===== src/rtl/wino_pkg.sv =====
`timescale 1ns/1ps
package wino_pkg;
    // Control states of the convolver
    typedef enum logic [0:0] {
        ST_RUN   = 1'b0,
        ST_DRAIN = 1'b1
    } wino_state_e;

    localparam int LANES = 4;
endpackage


===== src/rtl/wino_ctrl.sv =====
`timescale 1ns/1ps
module wino_ctrl
    import wino_pkg::*;
(
    input  logic clk,
    input  logic rst_n,
    input  logic wt_valid,
    input  logic pipe_empty,
    input  logic advance,
    output logic in_ready,
    output logic wt_ready
);
    wino_state_e state_q, state_d;

    always_ff @(posedge clk) begin
        if (!rst_n) state_q <= ST_RUN;
        else        state_q <= state_d;
    end

    always_comb begin
        state_d = state_q;
        unique case (state_q)
            ST_RUN:   if (wt_valid && !pipe_empty) state_d = ST_DRAIN;
            ST_DRAIN: if (!wt_valid || pipe_empty) state_d = ST_RUN;
            default:  state_d = ST_RUN;
        endcase
    end

    always_comb begin
        wt_ready = pipe_empty;
        in_ready = 1'b0;
        unique case (state_q)
            ST_RUN:   in_ready = !wt_valid && advance;
            ST_DRAIN: in_ready = 1'b0;
            default:  in_ready = 1'b0;
        endcase
    end

    // a pending load leaves the drain state once the pipeline is empty
    a_r7_drain_exit: assert property (@(posedge clk) disable iff (!rst_n)
        (state_q == ST_DRAIN && pipe_empty) |=> (state_q == ST_RUN));
endmodule


===== src/rtl/wino_wxform.sv =====
`timescale 1ns/1ps
module wino_wxform #(
    parameter int WW = 8,
    localparam int TW = WW + 3
) (
    input  logic                 clk,
    input  logic                 rst_n,
    input  logic                 load,
    input  logic signed [WW-1:0] w0,
    input  logic signed [WW-1:0] w1,
    input  logic signed [WW-1:0] w2,
    output logic signed [TW-1:0] tw [4]
);
    // Coefficients are held at twice their value so the halves stay exact
    logic signed [TW-1:0] e0, e1, e2;
    assign e0 = {{(TW-WW){w0[WW-1]}}, w0};
    assign e1 = {{(TW-WW){w1[WW-1]}}, w1};
    assign e2 = {{(TW-WW){w2[WW-1]}}, w2};

    always_ff @(posedge clk) begin
        if (!rst_n) begin
            for (int i = 0; i < 4; i++) tw[i] <= '0;
        end else if (load) begin
            tw[0] <= e0 <<< 1;
            tw[1] <= e0 + e1 + e2;
            tw[2] <= e0 - e1 + e2;
            tw[3] <= e2 <<< 1;
        end
    end

    // held coefficients change only on a load
    a_r6_coef_hold: assert property (@(posedge clk) disable iff (!rst_n)
        !load |=> ($stable(tw[0]) && $stable(tw[1]) && $stable(tw[2]) && $stable(tw[3])));
endmodule


===== src/rtl/wino_dpath.sv =====
`timescale 1ns/1ps
module wino_dpath #(
    parameter int DW = 8,
    parameter int TW = 11,
    localparam int XW = DW + 2,
    localparam int PW = XW + TW,
    localparam int SW = PW + 2,
    localparam int OW = SW - 1
) (
    input  logic                 clk,
    input  logic                 rst_n,
    input  logic                 in_fire,
    input  logic signed [DW-1:0] s0,
    input  logic signed [DW-1:0] s1,
    input  logic signed [DW-1:0] s2,
    input  logic signed [DW-1:0] s3,
    input  logic signed [TW-1:0] tw [4],
    input  logic                 out_ready,
    output logic                 advance,
    output logic                 pipe_empty,
    output logic                 out_valid,
    output logic signed [OW-1:0] y0,
    output logic signed [OW-1:0] y1
);
    logic v1, v2;
    logic signed [XW-1:0] xs0, xs1, xs2, xs3;
    logic signed [XW-1:0] t_d [4];
    logic signed [XW-1:0] t_q [4];
    logic signed [PW-1:0] p_q [4];
    logic signed [SW-1:0] pe [4];
    logic signed [SW-1:0] sum_a, sum_b;

    assign advance    = !out_valid || out_ready;
    assign pipe_empty = !v1 && !v2 && !out_valid;

    assign xs0 = {{(XW-DW){s0[DW-1]}}, s0};
    assign xs1 = {{(XW-DW){s1[DW-1]}}, s1};
    assign xs2 = {{(XW-DW){s2[DW-1]}}, s2};
    assign xs3 = {{(XW-DW){s3[DW-1]}}, s3};

    // Data transform
    assign t_d[0] = xs0 - xs2;
    assign t_d[1] = xs1 + xs2;
    assign t_d[2] = xs2 - xs1;
    assign t_d[3] = xs1 - xs3;

    always_ff @(posedge clk) begin
        if (!rst_n) begin
            v1 <= 1'b0;
            v2 <= 1'b0;
            out_valid <= 1'b0;
        end else if (advance) begin
            v1 <= in_fire;
            v2 <= v1;
            out_valid <= v2;
        end
    end

    // Stage 1 and stage 2, one lane per transformed element
    for (genvar i = 0; i < 4; i++) begin : g_lane
        always_ff @(posedge clk) begin
            if (!rst_n) begin
                t_q[i] <= '0;
                p_q[i] <= '0;
            end else if (advance) begin
                if (in_fire) t_q[i] <= t_d[i];
                p_q[i] <= t_q[i] * tw[i];
            end
        end
        assign pe[i] = {{(SW-PW){p_q[i][PW-1]}}, p_q[i]};
    end

    // Output transform at doubled scale
    assign sum_a = pe[0] + pe[1] + pe[2];
    assign sum_b = pe[1] - pe[2] - pe[3];

    always_ff @(posedge clk) begin
        if (!rst_n) begin
            y0 <= '0;
            y1 <= '0;
        end else if (advance && v2) begin
            y0 <= sum_a[SW-1:1];
            y1 <= sum_b[SW-1:1];
        end
    end

    // the doubled sums are even, so the halving drops nothing
    a_r2_even_first: assert property (@(posedge clk) disable iff (!rst_n)
        v2 |-> (sum_a[0] == 1'b0));
    a_r3_even_second: assert property (@(posedge clk) disable iff (!rst_n)
        v2 |-> (sum_b[0] == 1'b0));
    // a stalled result holds
    a_r5_hold: assert property (@(posedge clk) disable iff (!rst_n)
        (out_valid && !out_ready) |=> (out_valid && $stable(y0) && $stable(y1)));
endmodule


===== src/rtl/wino_f23_conv.sv =====
`timescale 1ns/1ps
module wino_f23_conv #(
    parameter int DW = 8,
    parameter int WW = 8,
    localparam int TW = WW + 3,
    localparam int OW = DW + WW + 6
) (
    input  logic                 clk,
    input  logic                 rst_n,
    input  logic                 wt_valid,
    output logic                 wt_ready,
    input  logic signed [WW-1:0] wt_tap0,
    input  logic signed [WW-1:0] wt_tap1,
    input  logic signed [WW-1:0] wt_tap2,
    input  logic                 in_valid,
    output logic                 in_ready,
    input  logic signed [DW-1:0] win_s0,
    input  logic signed [DW-1:0] win_s1,
    input  logic signed [DW-1:0] win_s2,
    input  logic signed [DW-1:0] win_s3,
    output logic                 out_valid,
    input  logic                 out_ready,
    output logic signed [OW-1:0] out_y0,
    output logic signed [OW-1:0] out_y1
);
    logic advance, pipe_empty, in_fire, wt_fire;
    logic signed [TW-1:0] tw [4];

    assign in_fire = in_valid && in_ready;
    assign wt_fire = wt_valid && wt_ready;

    wino_ctrl u_ctrl (
        .clk(clk), .rst_n(rst_n), .wt_valid(wt_valid), .pipe_empty(pipe_empty),
        .advance(advance), .in_ready(in_ready), .wt_ready(wt_ready)
    );

    wino_wxform #(.WW(WW)) u_wx (
        .clk(clk), .rst_n(rst_n), .load(wt_fire),
        .w0(wt_tap0), .w1(wt_tap1), .w2(wt_tap2), .tw(tw)
    );

    wino_dpath #(.DW(DW), .TW(TW)) u_dp (
        .clk(clk), .rst_n(rst_n), .in_fire(in_fire),
        .s0(win_s0), .s1(win_s1), .s2(win_s2), .s3(win_s3), .tw(tw),
        .out_ready(out_ready), .advance(advance), .pipe_empty(pipe_empty),
        .out_valid(out_valid), .y0(out_y0), .y1(out_y1)
    );

    // a weight load and a window never share a cycle
    a_r7_exclusive: assert property (@(posedge clk) disable iff (!rst_n)
        !(in_fire && wt_fire));
    // coefficients change only while nothing is in flight
    a_r7_load_empty: assert property (@(posedge clk) disable iff (!rst_n)
        wt_fire |=> !out_valid);
endmodule


===== config.mk =====
export PLATFORM = sky130hd
export DESIGN_NAME = wino_f23_conv
export DESIGN_NICKNAME = d
export VERILOG_FILES = /design/src/rtl/wino_pkg.sv /design/src/rtl/wino_ctrl.sv /design/src/rtl/wino_wxform.sv /design/src/rtl/wino_dpath.sv /design/src/rtl/wino_f23_conv.sv
export SDC_FILE = /design/constraint.sdc
export NUM_CORES = 1
export LEC_CHECK = 0
export BUFFER_PORTS_ARGS = -buffer_cell sky130_fd_sc_hd__buf_2
export CAP_MARGIN = 20
export CORE_ASPECT_RATIO = 2
export CORE_MARGIN = 2
export CORE_UTILIZATION = 60
export DETAILED_ROUTE_END_ITERATION = 12
export PLACE_DENSITY = 0.78
export SLEW_MARGIN = 10
export SYNTH_ARGS = -nofsm -noshare
export SYNTH_HDL_FRONTEND = slang
export SYNTH_SLANG_ARGS = --single-unit
export TNS_END_PERCENT = 30

===== constraint.sdc =====
create_clock -name clk -period 5.99 [get_ports clk]
set_clock_uncertainty 0.1 [all_clocks]
set_input_delay 0.2995 -clock clk [delete_from_list [all_inputs] [get_ports clk]]
set_output_delay 0.2995 -clock clk [all_outputs]
set_load 0.01 [all_outputs]

==> impl_results.md <==
- Power Dens Cells: 309.4 nW/um^2
- Die Y: 297.2 um
- Area Growth Syn to Fin: 6.565%
- Worst Hold Class: in2reg
- Max Slew Vio Count: 0
- Root buf cell: clkbuf_16
- Initial core utilization: 60.57%
- Post-CTS Resized: 0
- TNS Setup: 0 ps
- DP Worst Slack: 485.0 ps
- Max-Cap Viols: 0
- Outcome: finished, final reports clean
- FF/Latch Area: 5025 um^2
- CTS tree: yes
- Final WS setup: 383.5 ps
- Gp weighted congestion: 1.067
- Final Hold Viols: 0
- CTS Hold Bufs: 6
- CTS H-Tree Depth: 4
- Final worst-path cycle share: 93.60%
- Share of layout cells above drive strength 1: 5.895%
- Setup bufs post-CTS: 0
- Die Span X: 150.6 um
- Detailed-router iteration count before antenna repair: 6
- Post-Syn Area: 25,790 um^2
- Vias in the first global route: 21,140
- Die footprint: 44,750 um^2
- P_int: 4.418 mW
- # fillers: 3,538
- Synth top cells by count: inv_1 (567), fa_1 (382), nand2_1 (318)
- RSZ-0062 raised after global routing: false
- Seq/Total Area, Yosys: 19.49%
- CTS clk-pin slew, worst paths: 80 ps
- #FFs+latches synth: 195
- Synth Instances: 2,823
- 1st-iter DRT viols: 1,024
- Global route overflow: 0
- Power, Total: 8.503 mW
- First-pass GRT wire length: 105,800 um
- Wire per inst: 18.84 um
- Main area contributors after synthesis: fa_1 (30%), edfxtp_1 (13%), ha_1 (12%), inv_1 (8.3%), dfxtp_1 (6.4%)
- Placed Area: 26,800 um^2
- Core ar.: 42,570 um^2
- Routed vias: 19,300
- Pleak: 13.81 nW
- Reg2Reg Depth: 19
- Post-Route WL: 64,930 um
- Arrival time worst endpoint: 5700 ps
- Setup slack, reg-to-reg: 380 ps
- Seq pwr share: 23.6%
- IO Pins: 108
- Detail Placement HPWL: 54,550 um
- FMAX: 0.1784 GHz
- Initial antenna violation count: 1
- Post-synth top area cell: fa_1
- CTS Buf Count: 17
- Longest Clk Path Bufs: 2
- Main synth FF type: edfxtp_1
- GRT Total Usage: 30.65%
- Total number of yosys warnings: 0
- Largest net degree at the start of global routing: 78
- Synth Net Count: 3,523
- Worst setup SP type: flip-flop
- Min-Delay Endpoint: u_wx.tw[1]
- Yosys cell types: 65
- Number of nets with antenna violations after routing: 0
- Clock network power share: 14.3%
- Clk Latency, worst-skew pair: 470 ps
- PortBufs: 107
- EDFF count, synth: 112
- Comb power frac: 62.1%
- Final min period: 5606 ps
- Share of the synthesized area in the top cell type: 29.66%
- Reg2reg end: u_dp.p_q[1][18]
- CTS sink cnt: 195
- Hold depth: 3
- Area taken by multi-input logic gates: 18,310 um^2
- Setup Viol. Count Final: 0
- Switching share of power: 48.04%
- Setup CP Type: reg2reg
- DRC: 0
- Reg2reg start: u_dp.t_q[2][1]
- Hold Crit Start: wt_tap2[0]
- Top-count cell post-synth: inv_1
- VDD IR max: 0.2296 mV
- Final instance area: 27,480 um^2
- Asr flop ratio synth: 0%
- Slew @ Worst Pin: 1055 ps
- Average via count per standard cell: 5.599
- Slew HR: 29.42%
- Net Switching: 4.085 mW
- Row count: 107
- Endpoint class of the critical path: flip-flop
- Post-Syn Area per Cell: 9.134 um^2
- Worst EP required: 6080 ps
- # nets final: 3,588
- Crit-path max FO: 10
routing by layer:
| metal | GRT usage, % | share of wire [%] |
|---|---|---|
| met2 | 56.74 | 54 |
| met4 | 19.18 | 7.2 |
| met5 | 0 | 0 |
| met3 | 3.712 | 4.1 |
| met1 | 32.00 | 35 |
stage by stage:
stage | util (%) | hold WS (ps) | cells
after floorplan | - | 322.2 | 2823
after global placement | 62.96 | 330.4 | 3408
after detailed placement | 62.96 | 339.3 | 3408
after CTS | 64.54 | 0.5238 | 3446
after global routing | 64.54 | 8.269 | 3446
final | 64.54 | 12.79 | 3447
registers in the layout, summed over array words and instances, names as in the netlist:
signal	count
u_dp.y1	22
u_dp.t_q	35
u_dp.v1	1
u_ctrl.state_q	1
u_dp.y0	22
u_dp.out_valid	1
u_wx.tw	35
u_dp.v2	1
u_dp.p_q	77
power by group through the flow:
stage / combinational (mW) / clock, mW / sequential (mW)
after global routing: 5.98 / 1.28 / 2.02
after CTS: 5.24 / 1.23 / 1.99
after floorplan: 4.04 / 0 / 1.83
after global placement: 5.01 / 0 / 2.02
after detailed placement: 5.20 / 0 / 2.03
final: 5.28 / 1.22 / 2.01
cell families (layout without fill, tap and decap cells):
kind of cell	after synthesis	in the layout	share of synthesized area, %
simple gates	823	823	15.10
buf+inv	652	730	9.530
fa+ha+maj	639	639	42.13
compound gates	388	388	9.433
flops	195	195	19.49
xor+xnor	119	119	4.042
mux	7	7	0.2814
other cells	0	1	0
critical path: stages, from the launching register on:
cell      delay (ps)
edfxtp_1         540
nand2_1          150
fa_1             570
inv_1             60
fa_1             500
inv_1             50
fa_1             520
inv_1             50
fa_1             470
inv_1             50
fa_1             480
inv_1             50
ha_1             320
o21a_1           240
and4_1           240
a21oi_1          370
a21oi_1          140
a21oi_1          220
xnor2_1          140
nor2_1            70
cell usage in the layout (no fill, tap or decap), types with 20 or more instances in the layout:
| cell type | instances |
|---|---|
| o21a_1 | 20 |
| and2_1 | 156 |
| a211oi_1 | 24 |
| ha_1 | 257 |
| nand2_1 | 316 |
| a21oi_1 | 139 |
| xor2_1 | 35 |
| and3_1 | 27 |
| xnor2_1 | 84 |
| inv_1 | 567 |
| nor2b_1 | 25 |
| a21o_1 | 30 |
| nand3_1 | 24 |
| o21ai_0 | 86 |
| edfxtp_1 | 112 |
| nor3_1 | 38 |
| nand2b_1 | 44 |
| nor2_1 | 159 |
| dfxtp_1 | 83 |
| fa_1 | 382 |
| buf_2 | 107 |
how the worst max path moves through the flow:
| stage | start | end | cells past startpoint |
|---|---|---|---|
| finish | u_dp.t_q[2][1] | u_dp.p_q[1][18] | 19 |
| global route | u_dp.t_q[2][1] | u_dp.p_q[1][16] | 19 |
| CTS | u_dp.t_q[2][1] | u_dp.p_q[1][18] | 19 |
| detailed placement | u_wx.tw[31] | u_dp.p_q[0][41] | 19 |
| global placement | u_dp.t_q[2][1] | u_dp.p_q[1][16] | 19 |
| floorplan | u_dp.t_q[2][1] | u_dp.p_q[1][16] | 20 |
area by class of cell:
cell class,count,area share [%]
Inverter,571,7.800
Multi-Input combinational cell,1976,66.65
Timing Repair Buffer,127,2.550
Clock inverter,14,0.6648
Clock buffer,18,1.562
Sequential cell,195,18.29
Antenna cell,1,0.009107
Tap cell,545,2.482
No activity file was read; power rests on OpenSTA's default activity.
